--- src/rtl/pmt_pkg.sv ---
package pmt_pkg;
  localparam int          NUM_PORTS = 2;
  localparam int          ADDR_W    = 12;
  localparam logic [11:0] PMT_ADDR  = 12'h084;
  localparam int          STS_LSB   = 16;
  localparam int          EN_LSB    = 14;
  localparam int          VPR_BIT   = 10;
  localparam logic [31:0] LIVE_MASK =
      (32'((1 << NUM_PORTS) - 1) << STS_LSB) |
      (32'((1 << NUM_PORTS) - 1) << EN_LSB)  |
      (32'd1 << VPR_BIT);
endpackage

--- src/rtl/pmt_ed_tracker.sv ---
module pmt_ed_tracker (
  input  logic clk,
  input  logic rst_n,
  input  logic ev_i,
  input  logic pd_en_i,
  input  logic en_we_i,
  input  logic en_wd_i,
  input  logic clr_i,
  output logic sts_o,
  output logic en_o,
  output logic hit_o
);
  logic qual, qual_q, sts_q, sts_d, en_q, en_d;

  assign qual = ev_i & pd_en_i;

  always_comb begin
    sts_d = sts_q;
    if (clr_i && !qual)  sts_d = 1'b0;
    if (qual && !qual_q) sts_d = 1'b1;
    en_d = en_we_i ? en_wd_i : en_q;
  end

  always_ff @(posedge clk or negedge rst_n) begin
    if (!rst_n) begin
      qual_q <= 1'b0;
      sts_q  <= 1'b0;
      en_q   <= 1'b0;
    end else begin
      qual_q <= qual;
      sts_q  <= sts_d;
      en_q   <= en_d;
    end
  end

  assign sts_o = sts_q;
  assign en_o  = en_q;
  assign hit_o = sts_q & en_q;

  // a flag rises only after a qualified event
  a_r7_set_needs_qual: assert property (@(posedge clk) disable iff (!rst_n)
    $rose(sts_q) |-> $past(ev_i && pd_en_i));
  // a live qualified event keeps the flag set
  a_r3_hold_while_event: assert property (@(posedge clk) disable iff (!rst_n)
    (sts_q && ev_i && pd_en_i) |=> sts_q);
  // a clear needs a clear request
  a_r3_fall_needs_clear: assert property (@(posedge clk) disable iff (!rst_n)
    $fell(sts_q) |-> $past(clr_i));
endmodule

--- src/rtl/pmt_pme_drive.sv ---
module pmt_pme_drive #(
  parameter int PULSE_LEN = 4
) (
  input  logic clk,
  input  logic rst_n,
  input  logic cond_i,
  input  logic pulse_mode_i,
  output logic pme_o
);
  localparam int CW = $clog2(PULSE_LEN + 1);

  logic          cond_q, lvl_q, lvl_d;
  logic [CW-1:0] cnt_q, cnt_d;
  logic          busy;

  assign busy = (cnt_q != '0);

  always_comb begin
    cnt_d = cnt_q;
    if (cond_i && !cond_q) cnt_d = CW'(PULSE_LEN);
    else if (busy)         cnt_d = cnt_q - CW'(1);
    lvl_d = cond_i;
  end

  always_ff @(posedge clk or negedge rst_n) begin
    if (!rst_n) begin
      cond_q <= 1'b0;
      lvl_q  <= 1'b0;
      cnt_q  <= '0;
    end else begin
      cond_q <= cond_i;
      lvl_q  <= lvl_d;
      cnt_q  <= cnt_d;
    end
  end

  assign pme_o = pulse_mode_i ? busy : lvl_q;

  // level output only reflects a gated condition of the prior cycle
  a_r5_level_follows: assert property (@(posedge clk) disable iff (!rst_n)
    (!pulse_mode_i && pme_o) |-> $past(cond_i));
  // a pulse starts only on a rising condition
  a_r6_pulse_start: assert property (@(posedge clk) disable iff (!rst_n)
    $rose(busy) |-> $past(cond_i && !cond_q));
  // the counter counts down by one while running without restart
  a_r6_pulse_count: assert property (@(posedge clk) disable iff (!rst_n)
    (busy && !(cond_i && !cond_q)) |=> (cnt_q == $past(cnt_q) - CW'(1)));
endmodule

--- src/rtl/pmt_vphy_reset.sv ---
module pmt_vphy_reset #(
  parameter int RST_CYCLES = 16
) (
  input  logic clk,
  input  logic rst_n,
  input  logic start_i,
  output logic busy_o
);
  localparam int CW = $clog2(RST_CYCLES + 1);

  logic          busy_q, busy_d;
  logic [CW-1:0] cnt_q, cnt_d;

  always_comb begin
    busy_d = busy_q;
    cnt_d  = cnt_q;
    if (busy_q) begin
      if (cnt_q == CW'(1)) begin
        busy_d = 1'b0;
        cnt_d  = '0;
      end else begin
        cnt_d = cnt_q - CW'(1);
      end
    end else if (start_i) begin
      busy_d = 1'b1;
      cnt_d  = CW'(RST_CYCLES);
    end
  end

  always_ff @(posedge clk or negedge rst_n) begin
    if (!rst_n) begin
      busy_q <= 1'b0;
      cnt_q  <= '0;
    end else begin
      busy_q <= busy_d;
      cnt_q  <= cnt_d;
    end
  end

  assign busy_o = busy_q;

  // while busy the count only falls, a write never reloads it
  a_r9_no_reload: assert property (@(posedge clk) disable iff (!rst_n)
    (busy_q && $past(busy_q)) |-> (cnt_q == $past(cnt_q) - CW'(1)));
  // self-clear happens only at the end of the window
  a_r8_end_of_window: assert property (@(posedge clk) disable iff (!rst_n)
    $fell(busy_q) |-> ($past(cnt_q) == CW'(1)));
  // a reset starts only from a start request
  a_r8_start_needs_write: assert property (@(posedge clk) disable iff (!rst_n)
    $rose(busy_q) |-> $past(start_i));
endmodule

--- src/rtl/pmt_wake_reg.sv ---
module pmt_wake_reg #(
  parameter int PULSE_LEN       = 4,
  parameter int VPHY_RST_CYCLES = 16
) (
  input  logic        clk,
  input  logic        rst_n,
  input  logic        bus_sel,
  input  logic        bus_wr,
  input  logic [11:0] bus_addr,
  input  logic [1:0]  bus_half_en,
  input  logic [31:0] bus_wdata,
  output logic [31:0] bus_rdata,
  input  logic [1:0]  ed_event_i,
  input  logic [1:0]  ed_pwrdn_en_i,
  input  logic        pme_gate_en_i,
  input  logic        pme_pulse_mode_i,
  output logic        pme_o,
  output logic        pme_irq_o,
  output logic        vphy_rst_o
);
  import pmt_pkg::*;

  logic [1:0]           rst_sync_q;
  logic                 rst_int_n;
  logic                 addr_hit, wr_lo, wr_hi;
  logic [NUM_PORTS-1:0] sts, en, hit;
  logic                 cond, vbusy;
  logic [31:0]          view;
  logic                 unused_wdata;

  // asynchronous assert, synchronous release
  always_ff @(posedge clk or negedge rst_n) begin
    if (!rst_n) rst_sync_q <= 2'b00;
    else        rst_sync_q <= {rst_sync_q[0], 1'b1};
  end
  assign rst_int_n = rst_sync_q[1];

  assign addr_hit = bus_sel && (bus_addr == PMT_ADDR);
  assign wr_lo    = addr_hit && bus_wr && bus_half_en[0];
  assign wr_hi    = addr_hit && bus_wr && bus_half_en[1];

  for (genvar p = 0; p < NUM_PORTS; p++) begin : g_port
    pmt_ed_tracker i_trk (
      .clk     (clk),
      .rst_n   (rst_int_n),
      .ev_i    (ed_event_i[p]),
      .pd_en_i (ed_pwrdn_en_i[p]),
      .en_we_i (wr_lo),
      .en_wd_i (bus_wdata[EN_LSB + p]),
      .clr_i   (wr_hi && bus_wdata[STS_LSB + p]),
      .sts_o   (sts[p]),
      .en_o    (en[p]),
      .hit_o   (hit[p])
    );
  end

  assign pme_irq_o = |hit;
  assign cond      = pme_irq_o && pme_gate_en_i;

  pmt_pme_drive #(.PULSE_LEN(PULSE_LEN)) i_pme (
    .clk          (clk),
    .rst_n        (rst_int_n),
    .cond_i       (cond),
    .pulse_mode_i (pme_pulse_mode_i),
    .pme_o        (pme_o)
  );

  pmt_vphy_reset #(.RST_CYCLES(VPHY_RST_CYCLES)) i_vphy (
    .clk     (clk),
    .rst_n   (rst_int_n),
    .start_i (wr_lo && bus_wdata[VPR_BIT]),
    .busy_o  (vbusy)
  );
  assign vphy_rst_o = vbusy;

  always_comb begin
    view = '0;
    view[STS_LSB +: NUM_PORTS] = sts;
    view[EN_LSB  +: NUM_PORTS] = en;
    view[VPR_BIT]              = vbusy;
  end

  assign bus_rdata    = addr_hit ? view : '0;
  assign unused_wdata = ^(bus_wdata & ~LIVE_MASK);

  // reserved positions never read back non-zero
  a_r10_reserved_zero: assert property (@(posedge clk) disable iff (!rst_int_n)
    (bus_rdata & ~LIVE_MASK) == 32'd0);
  // the interrupt flag never depends on the global gate
  a_r4_irq_ungated: assert property (@(posedge clk) disable iff (!rst_int_n)
    (|(sts & en)) |-> pme_irq_o);
  // a masked upper half leaves the status flags alone
  a_r11_hi_masked: assert property (@(posedge clk) disable iff (!rst_int_n)
    (!wr_hi && $past(!wr_hi)) |-> !$fell(|sts) || $past(!wr_hi) == 1'b0);
endmodule

--- config.mk ---
export PLATFORM = sky130hd
export DESIGN_NAME = pmt_wake_reg
export DESIGN_NICKNAME = d
export VERILOG_FILES = /design/src/rtl/pmt_pkg.sv /design/src/rtl/pmt_ed_tracker.sv /design/src/rtl/pmt_pme_drive.sv /design/src/rtl/pmt_vphy_reset.sv /design/src/rtl/pmt_wake_reg.sv
export SDC_FILE = /design/constraint.sdc
export NUM_CORES = 1
export LEC_CHECK = 0
export ABC_AREA = 0
export BUFFER_PORTS_ARGS = -buffer_cell sky130_fd_sc_hd__buf_2
export CAP_MARGIN = 20
export CORE_AREA = 2 2 55 57
export CTS_CLUSTER_SIZE = 24
export DETAILED_ROUTE_END_ITERATION = 6
export DIE_AREA = 0 0 57 59
export GPL_ROUTABILITY_DRIVEN = 0
export PLACE_DENSITY = 0.84
export REMOVE_ABC_BUFFERS = 1
export SYNTH_ARGS = -nofsm -noshare
export SYNTH_HDL_FRONTEND = slang
export SYNTH_SLANG_ARGS = --single-unit
export TNS_END_PERCENT = 10
--- constraint.sdc ---
create_clock -name clk -period 2.6 [get_ports clk]
set_clock_uncertainty 0.1 [all_clocks]
set_input_delay 0.65 -clock clk [delete_from_list [all_inputs] [get_ports clk]]
set_output_delay 0.65 -clock clk [all_outputs]
set_load 0.02 [all_outputs]
==> impl_metrics.ini, run 1 <==
[setup_path]
r2r_start = i_vphy.cnt_q[1]$_DFFE_PN0P_
start_kind = input pin
path_buf_inv = 2
timing.rr.end = i_vphy.busy_o$_DFF_PN0_
crit_slowest_cell = and4_2
slowest_delay_ns = 0.36
crit_path_cell_trace = buf_2, nor4b_1, and4_2, and2_2, buf_2
cp-startpoint = bus_addr[0]
rrSetupSlack_ns = 1.03
required_ns = 1.85
crit_path_end_kind = output port
worstPathArrival_ns = 1.68
crit_top_cell = buf_2
crit_family = simple AND/OR/NAND/NOR gates
worstPathMaxFanout = 10
critPathCapture = bus_rdata[17]
crit_type = in -> out
r2r_cells = 5
crit_cells = 5

[sta]
period_share = 0.936
worstMarginPinSlew_ns = 0.616
timing.final.ws_setup_ns = 0.166
slew_viol_final = 0
slew_headroom = 0.589
hold_viol = 0
fmax_mhz = 411
finalSetupViolCount = 0
rsz0062_at_grt = no
fin_crit_ns = 2.43
tns_ns = 0

[logic_synthesis]
syn-cell-area_um2 = 1120
synth_seq_area_share = 0.401
synth_async_sr_flop_share = 1.00
synthAdderAreaFrac = 0.0445
yosys_warnings = 0
synth_xor_area_frac = 0.0234
ys_seq_elements = 18
ys.flop_type = dfrtp_1
synth_compound_area_frac = 0.0768
synth-edff-count = 0
muxShareOfSynthArea = 0.0546
synth_top_family_by_area = buffers and inverters
syn_area_per_cell_um2 = 9.77
yosys.area_share.simple = 0.163
synth_cell_type_count = 31
syn_inst = 115

[clock_network]
clkSinkCount = 18
clk_latency_ns = 0.30
cts_tree = yes
cts_buffers = 3
cts_max_path_buffers = 2
path_clk_slew_ns = 0.10
cts_hold_buffers = 0
post-cts-setup-buffer-count = 0
cts_max_level = 1
root_buffer = clkbuf_4

[floorplanning]
dieArea_um2 = 3360
dieWidth_um = 57
coreArea_um2 = 2710
ios = 91
num_rows = 19
start_util = 0.415
fp.dieH_um = 59

[routing]
wl_per_cell_um = 10.1
ant_nets = 0
drc = 0
drt_wl_total_um = 1840
via_per_inst = 4.47
dr.pass1.iters = 4
vias = 818
drt_iter0_drc = 12

[finish]
diodes = 0
final_nets = 213
final_cell_area_um2 = 1260
num-fill-cells = 270
area_growth_pct = 12.1
layout-drive-gt1-share = 0.336

[grt]
grt_pass1_vias = 698
grt_max_degree = 17
grt_overflow_total = 0
grt_antenna_before_repair = 0
grt_pass1_wl_um = 2930
global_route.usage.total = 0.117

[run_status]
status = completed

[place]
placed_area_um2 = 1220
port_buffers = 36
dp_hpwl_um = 1570
dpl_worst_slack_ns = 0.0850

[power_and_ir_drop]
ir_worst_vdd_mv = 0.402
powerDensity_nw_per_um2 = 531
leakagePower_uw = 0.000692

[flow_run]
maxCapViolations = 0

[hold_path]
min_path_type = in -> async
-- report_power, final --
group / internal (uW) / switching [uW] / leakage (uW)
Sequential: 309 / 19.5 / 0.000227
Clock: 85.4 / 86.2 / 0.0000210
Combinational: 70.0 / 98.2 / 0.000444
Total: 465 / 204 / 0.000692
-- flip-flops by register name, indices dropped and copies added, names as in the netlist --
name / flops
g_port.i_trk.qual_q: 2
rst_sync_q: 2
i_pme.cond_q: 1
i_pme.cnt_q: 3
g_port.i_trk.sts_o: 2
i_vphy.busy_o: 1
g_port.i_trk.en_o: 2
i_vphy.cnt_q: 5
-- cell families after synthesis --
logic type / Yosys count
other: 2
adder cells (fa/ha/maj): 4
AO/OA/AOI/OAI: 12
AND/OR/NAND/NOR: 31
flip-flops: 18
buffers and inverters: 40
multiplexers: 5
XOR/XNOR: 3
-- repair_timing --
| action | CTS | global route |
|---|---|---|
| endpoints found under the hold margin | 0 | 0 |
| gates resized for setup | 0 | 1 |
| setup endpoints to repair | 0 | 5 |
-- cell usage in the layout, fill, tap and decap left out, types with 3 or more instances in the layout --
| cell type | count |
|---|---|
| inv_1 | 11 |
| nand2_1 | 6 |
| buf_2 | 36 |
| ha_1 | 4 |
| xnor2_1 | 3 |
| and2_2 | 5 |
| clkbuf_4 | 3 |
| dfrtp_1 | 18 |
| nor2_1 | 6 |
| o21ai_0 | 4 |
| conb_1 | 28 |
-- Yosys cell counts, drive strengths merged, types with 2 or more instances --
cell	instances	share of area
and2	5	0.033
and3	3	0.021
and4	2	0.017
buf	28	0.19
conb	2	0.0067
dfrtp	18	0.40
ha	4	0.045
inv	11	0.037
mux2	3	0.037
mux2i	2	0.018
nand2	6	0.020
nand3	2	0.0089
nand4	2	0.011
nor2	6	0.020
nor3	2	0.0089
o21ai	4	0.018
o2bb2ai	2	0.016
o32ai	2	0.016
xnor2	3	0.023
-- routing by layer --
layer / global-route usage / share of wire / vias to the layer above
li1: - / - / 401
met1: 0.140 / 0.39 / 361
met2: 0.189 / 0.47 / 52
met3: 0.0197 / 0.11 / 4
met4: 0.0897 / 0.024 / 0
met5: 0 / 0 / -
-- worst min-delay path by stage --
stage	startpoint	end	slack, ns	depth (start not counted)
floorplan	rst_sync_q[1]$_DFF_PN0_	g_port[0].i_trk.en_o$_DFFE_PN0P_	0.1	0
global placement	rst_sync_q[1]$_DFF_PN0_	g_port[0].i_trk.qual_q$_DFF_PN0_	0.17	0
detailed placement	rst_sync_q[1]$_DFF_PN0_	g_port[0].i_trk.qual_q$_DFF_PN0_	0.18	0
CTS	rst_n	rst_sync_q[0]$_DFF_PN0_	0.009	1
global route	rst_n	rst_sync_q[0]$_DFF_PN0_	0.009	1
finish	rst_n	rst_sync_q[0]$_DFF_PN0_	0.01	1
-- cell type report --
cell class	instances	area (um2)	share of cell area
Multi-Input combinational cell	83	513	0.407
Sequential cell	18	450	0.357
Timing Repair Buffer	36	180	0.143
Inverter	11	41.3	0.0328
Tap cell	31	38.8	0.0308
Clock buffer	4	36.3	0.0288
-- metrics by stage --
stage	std cells	hold WS (ns)	total power, uW	util
global placement	179	0.170	499	0.451
CTS	183	0.00867	675	0.464
detailed placement	179	0.177	505	0.451
finish	183	0.0126	668	0.465
global route	183	0.00907	710	0.465
floorplan	112	0.0998	460	-
(Power assumes the default switching activity.)
==> run 2, diff against run 1 <==
--- a/config.mk
+++ b/config.mk
@@ -6,15 +6,16 @@
 export NUM_CORES = 1
 export LEC_CHECK = 0
 export ABC_AREA = 0
-export BUFFER_PORTS_ARGS = -buffer_cell sky130_fd_sc_hd__buf_2
 export CAP_MARGIN = 20
-export CORE_AREA = 2 2 55 57
+export CORE_AREA = 2 2 52 54
 export CTS_CLUSTER_SIZE = 24
 export DETAILED_ROUTE_END_ITERATION = 6
-export DIE_AREA = 0 0 57 59
+export DIE_AREA = 0 0 54 56
+export DONT_BUFFER_PORTS = 1
 export GPL_ROUTABILITY_DRIVEN = 0
-export PLACE_DENSITY = 0.84
+export PLACE_DENSITY = 0.62
 export REMOVE_ABC_BUFFERS = 1
+export SLEW_MARGIN = 20
 export SYNTH_ARGS = -nofsm -noshare
 export SYNTH_HDL_FRONTEND = slang
 export SYNTH_SLANG_ARGS = --single-unit
==> run 2 against run 1 <==
Critical path depth decreased by 2. Worst setup slack improved by 0.080 ns. Total power decreased by 9.1%. Clock power decreased by 24%. Cell count decreased by 20%. First-iteration DRC count increased by 42%. Largest cell class unchanged.
==> impl_metrics.ini, run 2 (synthesis results as in run 1) <==
[place]
dp_hpwl_um = 1410
placed_cells = 142
dpl_worst_slack_ns = 0.227
port_buffers = 0

[finish]
layout_commonest_cell = conb_1
seqCellArea_um2 = 450
top_regs = i_vphy.cnt_q (5), i_pme.cnt_q (3)
multi_input_area_um2 = 512
final_cell_count_no_fill = 146
final_cell_mix = conb_1 (28), dfrtp_1 (18), inv_1 (11)
largest_reg_flops = 5
diodes = 0
top_register = i_vphy.cnt_q
num-fill-cells = 238
final_core_util = 0.441
final_nets = 178
layout-drive-gt1-share = 0.112
area_growth_pct = -4.45

[floorplanning]
dieWidth_um = 54
dieArea_um2 = 3020
num_rows = 18
coreArea_um2 = 2430
start_util = 0.462
fp.dieH_um = 56
ios = 91

[power_and_ir_drop]
clockPowerShare = 0.214
power_uw = 608
switching_share = 0.313
p_seq_frac = 0.541
leakagePower_uw = 0.000536
ir_worst_vdd_mv = 0.292
powerDensity_nw_per_um2 = 566
power.switching_uw = 190
p_int_uw = 418
p_comb_frac = 0.246

[sta]
period_share = 0.905
slew_headroom = 0.585
tns_ns = 0
fin_crit_ns = 2.35
finalSetupViolCount = 0
worstMarginPinSlew_ns = 0.622
hold_viol = 0
slew_viol_final = 0
rsz0062_at_grt = no
fmax_mhz = 425
timing.final.ws_setup_ns = 0.246

[grt]
grt_pass1_wl_um = 2700
grt_max_degree = 17
grt_overflow_total = 0
grt_antenna_before_repair = 0
grt_pass1_vias = 630
global_route.usage.total = 0.121

[clock_network]
clkSinkCount = 18
root_buffer = clkbuf_4
clk_latency_ns = 0.28
cts_max_level = 1
cts_hold_buffers = 1
post-cts-setup-buffer-count = 0
cts_tree = yes
cts_buffers = 3
path_clk_slew_ns = 0.09
cts_max_path_buffers = 2
cts_resized = 0

[setup_path]
start_kind = input pin
crit_type = in -> out
cp-startpoint = bus_addr[0]
crit_path_end_kind = output port
rrSetupSlack_ns = 0.92
r2r_cells = 5
r2r_start = i_vphy.cnt_q[1]$_DFFE_PN0P_
slowest_delay_ns = 0.41
critPathCapture = bus_rdata[15]
crit_path_cell_trace = nor4b_1, and4_1, and2_2
required_ns = 1.85
worstPathMaxFanout = 10
worstPathArrival_ns = 1.60
crit_slowest_cell = and4_1
timing.rr.end = i_vphy.busy_o$_DFF_PN0_

[routing]
via_per_inst = 4.88
vias = 712
drt_iter0_drc = 17
drc = 0
drt_wl_total_um = 1700
dr.pass1.iters = 4
wl_per_cell_um = 11.7
ant_nets = 0

[run_status]
status = completed

[hold_path]
min_path_type = reg -> async

[flow_run]
maxCapViolations = 0
[run 2: power by group through the flow]
stage | logic (uW) | registers [uW] | clock network (uW)
after floorplan | 130 | 330 | 0
after global placement | 141 | 334 | 0
after detailed placement | 147 | 336 | 0
after CTS | 150 | 330 | 139
after global routing | 167 | 333 | 150
final | 149 | 329 | 130
[run 2: worst min-delay path by stage]
stage	startpoint	endpoint	slack [ns]	depth (start not counted)
finish	rst_sync_q[1]$_DFF_PN0_	i_vphy.cnt_q[0]$_DFFE_PN0P_	0.16	0
global route	rst_sync_q[1]$_DFF_PN0_	i_pme.cnt_q[2]$_DFFE_PN0P_	0.23	0
CTS	rst_sync_q[1]$_DFF_PN0_	i_pme.cond_q$_DFF_PN0_	0.19	0
detailed placement	rst_sync_q[1]$_DFF_PN0_	i_pme.cnt_q[0]$_DFFE_PN0P_	0.18	0
global placement	rst_sync_q[1]$_DFF_PN0_	g_port[1].i_trk.en_o$_DFFE_PN0P_	0.18	0
floorplan	rst_sync_q[1]$_DFF_PN0_	g_port[0].i_trk.en_o$_DFFE_PN0P_	0.1	0
[run 2: layer usage]
metal	up-vias	wire length (um)	GRT usage
met5	-	0	0
li1	330	-	-
met3	6	198	0.0215
met2	59	793	0.193
met1	317	671	0.142
met4	0	38	0.0821
[run 2: worst max-delay path: cells and delay by family]
kind / cells / cell delay, ns
AND/OR/NAND/NOR: 3 / 0.95
[run 2: cell type report]
class,count,share of cell area
Tap cell,30,0.0350
Clock buffer,3,0.0210
Sequential cell,18,0.420
Multi-Input combinational cell,83,0.477
Inverter,11,0.0385
Timing Repair Buffer,1,0.00932
[run 2: metrics by stage]
stage | area (um2) | hold WS [ns]
after floorplan | 1000 | 0.0998
after global placement | 1040 | 0.179
after detailed placement | 1040 | 0.183
after CTS | 1070 | 0.193
after global routing | 1070 | 0.234
final | 1070 | 0.160
==> run 3, diff against run 2 <==
--- a/config.mk
+++ b/config.mk
@@ -7,13 +7,13 @@
 export LEC_CHECK = 0
 export ABC_AREA = 0
 export CAP_MARGIN = 20
-export CORE_AREA = 2 2 52 54
+export CORE_AREA = 2 2 47 60
 export CTS_CLUSTER_SIZE = 24
 export DETAILED_ROUTE_END_ITERATION = 6
-export DIE_AREA = 0 0 54 56
+export DIE_AREA = 0 0 49 62
 export DONT_BUFFER_PORTS = 1
 export GPL_ROUTABILITY_DRIVEN = 0
-export PLACE_DENSITY = 0.62
+export PLACE_DENSITY = 0.61
 export REMOVE_ABC_BUFFERS = 1
 export SLEW_MARGIN = 20
 export SYNTH_ARGS = -nofsm -noshare
==> constraint.sdc (replaced) <==
create_clock -name clk -period 2.25 [get_ports clk]
set_clock_uncertainty 0.1 [all_clocks]
set_input_delay 0.5625 -clock clk [delete_from_list [all_inputs] [get_ports clk]]
set_output_delay 0.5625 -clock clk [all_outputs]
set_load 0.02 [all_outputs]
==> run 3 against run 2 <==
Via count is 1.4% higher. Sequential power is 16% higher. Register-to-register slack worse by 0.32 ns. Total power is 18% higher. Global-route usage is 0.23 points higher. Clock power is 23% higher. Worst setup slack worse by 0.16 ns. Final area is 1.9% higher. Flip-flop and latch count stayed put. Count of clock-buffer cells in the layout stayed put. Non-clock buffer count is 2 higher. Critical path type unchanged. Largest cell class unchanged.
==> impl_metrics.ini, run 3 (synthesis results as in run 1) <==
[power_and_ir_drop]
leakagePower_uw = 0.000547
p_seq_frac = 0.530
powerDensity_nw_per_um2 = 657
switching_share = 0.325
ir_worst_vdd_mv = 0.275
power.switching_uw = 234
p_comb_frac = 0.248
clockPowerShare = 0.223
p_int_uw = 485

[setup_path]
r2r_cells = 5
required_ns = 1.59
start_kind = input pin
crit_type = in -> out
crit_path_end_kind = output port
worstPathArrival_ns = 1.50
worstPathMaxFanout = 7

[finish]
final_nets = 180
final_cell_mix = conb_1 (28), dfrtp_1 (18), inv_1 (11)
layout-drive-gt1-share = 0.127
final_core_util = 0.429
diodes = 0
area_growth_pct = -2.67
top_register = i_vphy.cnt_q
layout_commonest_cell = conb_1
largest_reg_flops = 5
top_regs = i_vphy.cnt_q (5), i_pme.cnt_q (3)
num-fill-cells = 263

[floorplanning]
num_rows = 21
ios = 91
start_util = 0.441
coreArea_um2 = 2550
dieWidth_um = 49
fp.dieH_um = 62
dieArea_um2 = 3040

[routing]
wl_met3_um = 136
via_per_inst = 4.75
drt-met1-wl_um = 706
top_layer_used = met4
wl_met2_um = 1030
wl_per_cell_um = 12.5
drc = 0
dr.pass1.iters = 4
vias = 722
drt_wl_total_um = 1900
ant_nets = 0
drt_iter0_drc = 24

[hold_path]
min_path_type = reg -> async

[grt]
grt_max_degree = 17
global_route.usage.total = 0.123
grt_overflow_total = 0
grt_antenna_before_repair = 0
grt_pass1_wl_um = 2820
grt_pass1_vias = 675

[sta]
fin_hold_ws_ns = 0.168
period_share = 0.962
fin_crit_ns = 2.17
slew_viol_final = 0
hold_viol = 0
fmax_mhz = 462
slew_headroom = 0.573
worstMarginPinSlew_ns = 0.641
finalSetupViolCount = 0
tns_ns = 0
rsz0062_at_grt = no

[place]
port_buffers = 0
dp_hpwl_um = 1530

[clock_network]
clk_latency_ns = 0.29
clkSinkCount = 18
post-cts-setup-buffer-count = 0
cts_max_path_buffers = 2
root_buffer = clkbuf_4
cts_buffers = 3
path_clk_slew_ns = 0.10
cts_tree = yes
cts_max_level = 1

[flow_run]
maxCapViolations = 0

[run_status]
status = completed
==> run 3: area by class of cell <==
class / count / area [um2] / share of cell area
multi-input cells: 83 / 512 / 0.468
flip-flops and latches: 18 / 450 / 0.412
clock buffers: 3 / 22.5 / 0.0206
repair buffers: 3 / 25.0 / 0.0229
well taps: 34 / 42.5 / 0.0389
inverters: 11 / 41.3 / 0.0378
==> run 3: through the flow <==
stage | std cells | setup slack [ns] | cell area (um2) | total power (uW)
3_3_place_gp | 148 | 0.124 | 1060 | 546
6_report | 152 | 0.0850 | 1090 | 718
5_1_grt | 152 | 0.0321 | 1090 | 765
2_1_floorplan | 112 | 0.225 | 1000 | 532
3_5_place_dp | 148 | 0.0797 | 1060 | 565
4_1_cts | 152 | 0.0733 | 1090 | 725
==> run 3: power groups by stage <==
| stage | combinational (uW) | sequential [uW] | clock [uW] |
|---|---|---|---|
| 2_1_floorplan | 150 | 382 | 0 |
| 3_3_place_gp | 160 | 386 | 0 |
| 3_5_place_dp | 176 | 388 | 0 |
| 4_1_cts | 179 | 382 | 164 |
| 5_1_grt | 200 | 387 | 178 |
| 6_report | 178 | 380 | 160 |
==> run 3: path summary, 6_finish.rpt <==
| check | startpoint | end | slack (ns) |
|---|---|---|---|
| worst max-delay path | bus_addr[0] | bus_rdata[14] | 0.08 |
| worst min-delay path | rst_sync_q[1]$_DFF_PN0_ | i_pme.cond_q$_DFF_PN0_ | 0.17 |
| worst max register to register | i_vphy.cnt_q[1]$_DFFE_PN0P_ | i_vphy.busy_o$_DFF_PN0_ | 0.60 |
| worst min register to register | rst_sync_q[1]$_DFF_PN0_ | i_pme.cond_q$_DFF_PN0_ | 0.17 |
| max in group asynchronous | rst_sync_q[1]$_DFF_PN0_ | i_vphy.cnt_q[2]$_DFFE_PN0P_ | 1.47 |
| min in group clk | rst_sync_q[0]$_DFF_PN0_ | rst_sync_q[1]$_DFF_PN0_ | 0.26 |
==> run 3: worst max-delay path, stage by stage <==
cell     delay, ns
nor4b_1       0.31
and4_1        0.26
buf_4         0.15
and2_2        0.22
==> run 3: layer usage <==
metal	vias up	global-route usage
met5	-	0
met4	0	0.0735
met3	2	0.0167
met2	38	0.235
met1	348	0.134
li1	334	-
==> run 3: timing repair <==
| action | in CTS | in global routing |
|---|---|---|
| resized for setup | 0 | 0 |
| hold endpoints to repair | 2 | 0 |
| hold buffers | 1 | 0 |
